## src/rtl/eag_pkg.sv

```systemverilog
package eag_pkg;

  typedef enum logic [1:0] {
    SRC_ENCL = 2'd0,
    SRC_HOST = 2'd1,
    SRC_DMA  = 2'd2,
    SRC_DMA2 = 2'd3
  } src_e;

  typedef enum logic [1:0] {
    KIND_RD  = 2'd0,
    KIND_WR  = 2'd1,
    KIND_EX  = 2'd2,
    KIND_BAD = 2'd3
  } kind_e;

  typedef enum logic [1:0] {
    PG_REG  = 2'd0,
    PG_CTRL = 2'd1,
    PG_THRD = 2'd2,
    PG_RSVD = 2'd3
  } pgtype_e;

  typedef enum logic [2:0] {
    CAUSE_NONE   = 3'd0,
    CAUSE_REGION = 3'd1,
    CAUSE_MAP    = 3'd2,
    CAUSE_VALID  = 3'd3,
    CAUSE_OWNER  = 3'd4,
    CAUSE_TYPE   = 3'd5,
    CAUSE_ADDR   = 3'd6,
    CAUSE_PERM   = 3'd7
  } cause_e;

  localparam int NUM_CHECKS = 7;
  localparam int WIDE_W     = 64;

  typedef logic [WIDE_W-1:0] wide_t;

  // Aligned power-of-two window membership: equal above the size bit.
  function automatic logic f_in_window(wide_t addr, wide_t base, wide_t size);
    wide_t keep;
    keep = ~(size - wide_t'(1));
    return ((addr ^ base) & keep) == '0;
  endfunction

  function automatic logic f_pow2(wide_t v);
    return (v != '0) && ((v & (v - wide_t'(1))) == '0);
  endfunction

  function automatic logic f_aligned(wide_t base, wide_t size);
    return (base & (size - wide_t'(1))) == '0;
  endfunction

  function automatic logic f_perm_ok(kind_e k, logic r, logic w, logic x);
    case (k)
      KIND_RD: return r;
      KIND_WR: return w;
      KIND_EX: return x;
      default: return 1'b0;
    endcase
  endfunction

endpackage

```

## src/rtl/eag_window_match.sv

```systemverilog
module eag_window_match
  import eag_pkg::*;
#(
  parameter int W = 32
) (
  input  logic [W-1:0] addr,
  input  logic [W-1:0] base,
  input  logic [W-1:0] size,
  output logic         hit
);
  wide_t addr_w, base_w, size_w;

  always_comb begin
    addr_w = wide_t'(addr);
    base_w = wide_t'(base);
    size_w = wide_t'(size);
    hit    = f_in_window(addr_w, base_w, size_w);
  end
endmodule

```

## src/rtl/eag_entry_check.sv

```systemverilog
module eag_entry_check
  import eag_pkg::*;
#(
  parameter int OWN_W = 8,
  parameter int VPN_W = 20
) (
  input  kind_e            kind,
  input  logic [VPN_W-1:0] va_vpn,
  input  logic [OWN_W-1:0] cur_owner,
  input  logic             pg_valid,
  input  pgtype_e          pg_type,
  input  logic [OWN_W-1:0] pg_owner,
  input  logic [VPN_W-1:0] pg_vpn,
  input  logic             pg_r,
  input  logic             pg_w,
  input  logic             pg_x,
  output logic             bad_valid,
  output logic             bad_owner,
  output logic             bad_type,
  output logic             bad_addr,
  output logic             bad_perm
);
  always_comb begin
    bad_valid = !pg_valid;
    bad_owner = pg_owner != cur_owner;
    bad_type  = pg_type != PG_REG;
    bad_addr  = pg_vpn != va_vpn;
    bad_perm  = !f_perm_ok(kind, pg_r, pg_w, pg_x);
  end
endmodule

```

## src/rtl/eag_cause_pick.sv

```systemverilog
module eag_cause_pick
  import eag_pkg::*;
#(
  parameter int N = NUM_CHECKS
) (
  input  logic [N-1:0] viol,
  output logic         any_viol,
  output cause_e       cause
);
  // Bit i of viol maps to cause i+1; lowest index wins.
  always_comb begin
    cause = CAUSE_NONE;
    for (int i = N - 1; i >= 0; i--) begin
      if (viol[i]) cause = cause_e'(i + 1);
    end
    any_viol = |viol;
  end
endmodule

```

## src/rtl/eag_cfg_check.sv

```systemverilog
module eag_cfg_check
  import eag_pkg::*;
#(
  parameter int W = 32
) (
  input  logic         clk,
  input  logic         rst_n,
  input  logic         load,
  input  logic [W-1:0] base,
  input  logic [W-1:0] size,
  output logic         err
);
  logic cfg_illegal;

  always_comb begin
    cfg_illegal = !f_pow2(wide_t'(size)) || !f_aligned(wide_t'(base), wide_t'(size));
  end

  always_ff @(posedge clk) begin
    if (!rst_n)    err <= 1'b0;
    else if (load) err <= cfg_illegal;
  end

  // a load of a non-power-of-two size must raise the error flag.
  a_r12_bad_size_flags: assert property (@(posedge clk) disable iff (!rst_n)
    (load && ($countones(size) != 1)) |=> err);

  // the flag only moves on a load.
  a_r12_hold_between: assert property (@(posedge clk) disable iff (!rst_n)
    !load |=> $stable(err));
endmodule

```

## src/rtl/enclave_access_guard.sv

```systemverilog
module enclave_access_guard
  import eag_pkg::*;
#(
  parameter int          VA_W       = 32,
  parameter int          PA_W       = 32,
  parameter int          OWN_W      = 8,
  parameter int          PAGE_SHIFT = 12,
  parameter logic [31:0] RGN_BASE   = 32'h4000_0000,
  parameter int          RGN_LOG2   = 20
) (
  input  logic                     clk,
  input  logic                     rst_n,
  input  logic                     req_valid,
  input  logic [VA_W-1:0]          req_va,
  input  logic [PA_W-1:0]          req_pa,
  input  logic [1:0]               req_kind,
  input  logic [1:0]               req_src,
  input  logic [VA_W-1:0]          win_base,
  input  logic [VA_W-1:0]          win_size,
  input  logic [OWN_W-1:0]         cur_owner,
  input  logic                     pg_valid,
  input  logic [1:0]               pg_type,
  input  logic [OWN_W-1:0]         pg_owner,
  input  logic [VA_W-PAGE_SHIFT-1:0] pg_vpn,
  input  logic                     pg_r,
  input  logic                     pg_w,
  input  logic                     pg_x,
  input  logic                     cfg_load,
  output logic                     rsp_valid,
  output logic                     rsp_allow,
  output logic [2:0]               rsp_cause,
  output logic                     cfg_err
);
  localparam int             VPN_W    = VA_W - PAGE_SHIFT;
  localparam logic [PA_W-1:0] RGN_B   = PA_W'(RGN_BASE);
  localparam logic [PA_W-1:0] RGN_SZ  = PA_W'(1) << RGN_LOG2;

  // Named internal events, shared with the assertions.
  logic   pa_in_rgn;
  logic   va_in_win;
  logic   is_encl;
  logic   e_valid, e_owner, e_type, e_addr, e_perm;
  logic [NUM_CHECKS-1:0] viol;
  logic   any_viol;
  cause_e pick;

  eag_window_match #(.W(PA_W)) u_rgn (
    .addr(req_pa), .base(RGN_B), .size(RGN_SZ), .hit(pa_in_rgn)
  );

  eag_window_match #(.W(VA_W)) u_win (
    .addr(req_va), .base(win_base), .size(win_size), .hit(va_in_win)
  );

  eag_entry_check #(.OWN_W(OWN_W), .VPN_W(VPN_W)) u_ent (
    .kind      (kind_e'(req_kind)),
    .va_vpn    (req_va[VA_W-1:PAGE_SHIFT]),
    .cur_owner (cur_owner),
    .pg_valid  (pg_valid),
    .pg_type   (pgtype_e'(pg_type)),
    .pg_owner  (pg_owner),
    .pg_vpn    (pg_vpn),
    .pg_r      (pg_r),
    .pg_w      (pg_w),
    .pg_x      (pg_x),
    .bad_valid (e_valid),
    .bad_owner (e_owner),
    .bad_type  (e_type),
    .bad_addr  (e_addr),
    .bad_perm  (e_perm)
  );

  always_comb begin
    is_encl = src_e'(req_src) == SRC_ENCL;
    viol[0] = !is_encl && pa_in_rgn;
    viol[1] = is_encl && va_in_win && !pa_in_rgn;
    viol[2] = is_encl && pa_in_rgn && e_valid;
    viol[3] = is_encl && pa_in_rgn && e_owner;
    viol[4] = is_encl && pa_in_rgn && e_type;
    viol[5] = is_encl && pa_in_rgn && e_addr;
    viol[6] = is_encl && pa_in_rgn && e_perm;
  end

  eag_cause_pick #(.N(NUM_CHECKS)) u_pick (
    .viol(viol), .any_viol(any_viol), .cause(pick)
  );

  eag_cfg_check #(.W(VA_W)) u_cfg (
    .clk(clk), .rst_n(rst_n), .load(cfg_load),
    .base(win_base), .size(win_size), .err(cfg_err)
  );

  always_ff @(posedge clk) begin
    if (!rst_n) begin
      rsp_valid <= 1'b0;
      rsp_allow <= 1'b0;
      rsp_cause <= '0;
    end else begin
      rsp_valid <= req_valid;
      rsp_allow <= req_valid && !any_viol;
      rsp_cause <= req_valid ? pick : CAUSE_NONE;
    end
  end

  // outside agents touching the region are refused as region faults.
  a_r1_outside_agent_refused: assert property (@(posedge clk) disable iff (!rst_n)
    (req_valid && !is_encl && pa_in_rgn) |=> (!rsp_allow && rsp_cause == CAUSE_REGION));

  // in-window address translated off the region is a mapping fault.
  a_r4_window_off_region: assert property (@(posedge clk) disable iff (!rst_n)
    (req_valid && is_encl && va_in_win && !pa_in_rgn) |=> (rsp_cause == CAUSE_MAP));

  // a foreign page never lets an enclave through.
  a_r6_foreign_page: assert property (@(posedge clk) disable iff (!rst_n)
    (req_valid && is_encl && pa_in_rgn && pg_owner != cur_owner) |=> !rsp_allow);

  // outside window and region, an enclave access is allowed.
  a_r10_plain_memory: assert property (@(posedge clk) disable iff (!rst_n)
    (req_valid && is_encl && !va_in_win && !pa_in_rgn) |=> rsp_allow);

  // a response follows every request by one cycle.
  a_r13_latency: assert property (@(posedge clk) disable iff (!rst_n)
    req_valid |=> rsp_valid);

  // idle response carries no verdict.
  a_r13_idle_quiet: assert property (@(posedge clk) disable iff (!rst_n)
    !rsp_valid |-> (!rsp_allow && rsp_cause == 3'd0));

  // an allowed response never carries a cause.
  a_r11_allow_clean: assert property (@(posedge clk) disable iff (!rst_n)
    rsp_allow |-> (rsp_cause == 3'd0 && rsp_valid));
endmodule

```

## config.mk

```make
export PLATFORM = sky130hd
export DESIGN_NAME = enclave_access_guard
export DESIGN_NICKNAME = d
export VERILOG_FILES = /design/src/rtl/eag_pkg.sv /design/src/rtl/eag_window_match.sv /design/src/rtl/eag_entry_check.sv /design/src/rtl/eag_cause_pick.sv /design/src/rtl/eag_cfg_check.sv /design/src/rtl/enclave_access_guard.sv
export SDC_FILE = /design/constraint.sdc
export NUM_CORES = 1
export LEC_CHECK = 0
export BUFFER_PORTS_ARGS = -buffer_cell sky130_fd_sc_hd__buf_2
export CAP_MARGIN = 20
export CORE_ASPECT_RATIO = 1.5
export CORE_MARGIN = 1
export CORE_UTILIZATION = 30
export CTS_BUF_LIST = sky130_fd_sc_hd__clkbuf_4
export DETAILED_ROUTE_END_ITERATION = 10
export PLACE_DENSITY = 0.72
export SLEW_MARGIN = 20
export SYNTH_ARGS = -nofsm -noshare
export SYNTH_HDL_FRONTEND = slang
export SYNTH_SLANG_ARGS = --single-unit
```

## constraint.sdc

```tcl
create_clock -name clk -period 8.54 [get_ports clk]
set_input_delay 0.854 -clock clk [delete_from_list [all_inputs] [get_ports clk]]
set_output_delay 0.854 -clock clk [all_outputs]
set_load 0.05 [all_outputs]
```

==> metrics.txt <==
Max Slew Vio Count 0; Yosys warning total 0; CP Max Fanout 6; H-tree depth 1; I/O pins 184; Leak Pwr 1.486 nW; sequential share of power 0.164; final wirelength 8254 um; initial antenna violation count 0; Antenna Violating Nets Remaining 0; Worst R2R Start u_cfg.err; largest cells by area after synthesis ha_1, xor2_1, xnor2_1; predominant post-synthesis flop cell dfxtp_1; Vias/cell 5.171; switching share of power 0.4021; Mapped Nets 483; Worst IR Drop VDD 0.03122 mV; Die ar. 7258 um2; clock tree buffer depth 2; Post-CTS Resized 0; core footprint 6576 um2; post-layout net count 651; WS Path Type input pin to register; Worst Hold Class register to register; placed cell area 2985 um2; Synth top cells by count inv_1, ha_1, xor2_1, xnor2_1, nor4_1; Final Power 0.1789 mW; share of cells above drive strength 1 0.4009; HPWL Detailed 7658 um; Tightest Pin Transition 1005 ps; vias in the first global route 2,752; Synth cell types 39; Mapped Cells 273; pre-CTS setup slack 3852 ps; Max Freq 0.2238 GHz; setup bufs post-CTS 0; Vias 2,663; final instance area 3008 um2; grt ovf 0; Clock power frac 0.148; # setup viols final 0; cts bufs inserted 3; most frequent cell after synthesis inv_1; cell accounting for the most synthesized area ha_1; Port Buf Inserts 163; first drt pass iteration count 4; minimum clock period after layout 4469 ps; chip height 103.8 um; Hold Startpoint u_cfg.err; Total Routing Usage GR 0.2259; internal power 0.1069 mW; FFs w/ async S/R, synth 0; #FFs+latches synth 6; initial core utilization 0.3154; sink of the worst hold path u_cfg.err; number of enable flip-flop cells after synthesis 0; post-synthesis sequential area ratio 0.05790; Fin Setup TNS 0 ps; status completed; switching power 0.07192 mW; wire length per cell 16.03 um; Die Span X 69.90 um; final setup margin 4071 ps; flop2flop setup slack 7930 ps; reg2reg path depth 1; number of antenna diodes 0; clock skew 0 ps; Synth Area per Inst 7.599 um2; Crit path arrival time 4600 ps; RSZ-0062 raised after global routing false; first-pass GRT wire length 12,990 um; CTS tree yes; final hold slack 490.1 ps; Sink Count 6; CTS Root Cell clkbuf_4; Residual DRC 0; type of origin of the critical path input pin; Hold Crit Depth 1; worst r2r dst u_cfg.err; fin crit share 0.5233; filler cell count 722; area share of the largest cell type after synthesis 0.1930; Slew HR 0.3241; # rows 36; combinational group share of total power 0.688; cts hold-fix bufs 0; Pwr Density 59.46 nW/um2; largest net degree at the start of global routing 7; Max-cap violations 0; clock latency on the worst-skew pair 240 ps; layout overhead on the synthesized area 44.99%; Iter 0 DRT Violations 96; Mapped Area 2074 um2; clock-pin slew on the worst setup and hold paths 40 ps; Fin. Hold Viols 0; required time of the critical path 8670 ps; Setup crit end kind register; routability cong. 0.8897
-- worst max-delay path, cell delays in order --
cell,delay (ps)
buf_2,120
or4_4,540
or3_4,360
nor4_1,860
nand3b_1,160
ha_1,230
nor4_1,480
nand4_1,210
nor4_1,440
o2111ai_1,210
o211a_1,140
-- how the worst max path moves through the flow --
| stage | startpoint | end | slack (ps) | depth (start not counted) |
|---|---|---|---|---|
| 2_1_floorplan | win_size[10] | rsp_cause[1] | 4490 | 11 |
| 3_3_place_gp | win_size[10] | u_cfg.err | 3850 | 11 |
| 3_5_place_dp | win_size[10] | u_cfg.err | 3850 | 11 |
| 4_1_cts | win_size[10] | u_cfg.err | 4120 | 11 |
| 5_1_grt | win_size[10] | u_cfg.err | 3840 | 11 |
| 6_report | win_size[10] | u_cfg.err | 4070 | 11 |
-- registers in the layout, indices dropped and copies added (netlist names) --
signal	cells
rsp_cause	3
rsp_allow	1
rsp_valid	1
u_cfg.err	1
-- metrics by stage --
stage               utilization  instances
finish                   0.4574        515
global route             0.4574        515
CTS                      0.4574        515
detailed placement       0.4540        512
global placement         0.4540        512
floorplan                     -        273
-- layout make-up --
class                           count  area (um2)  area share
Clock buffer                        3       22.52    0.007488
Sequential cell                     6       120.1     0.03993
Tap cell                           76       95.09     0.03161
Inverter                           37       138.9     0.04617
Timing Repair Buffer              163       815.8      0.2712
Multi-Input combinational cell    230        1815      0.6036
-- power by group through the flow --
stage / logic, mW / registers, mW / clock network [mW]
final: 0.123 / 0.0293 / 0.0264
after global routing: 0.135 / 0.0294 / 0.0284
after CTS: 0.124 / 0.0294 / 0.0278
after detailed placement: 0.123 / 0.0298 / 0
after global placement: 0.121 / 0.0298 / 0
after floorplan: 0.0529 / 0.0327 / 0
-- layer usage --
metal  GRT usage  vias to the layer above  share of wire
met1      0.2646                     1203           0.40
met5           0                        -              0
met4     0.05714                        0          0.016
met3     0.03113                       10          0.057
met2      0.4203                      117           0.52
li1            -                     1333              -
-- cells in the final DEF (no fill, tap or decap), types with 4 or more instances in the layout --
cell type,count
xor2_1,32
dfxtp_1,6
or4_1,4
or3_1,6
a221oi_1,6
xnor2_1,28
inv_1,37
nand3_1,5
a22o_1,6
or2_2,5
o22ai_1,11
nor2_1,12
nor4_1,14
buf_2,163
nand4_1,12
nor3_1,7
nand2_1,13
ha_1,32
nand3b_1,4
-- logic make-up after synthesis --
logic type,synth area share
and+or+nand+nor,0.2756
buffers and inverters,0.06695
xor gates and xnor gates,0.2533
AOI/OAI and AO/OA,0.1484
adders and majority gates,0.1930
muxes,0.004825
DFF,0.05790
Power figures use the tool's default switching activity.
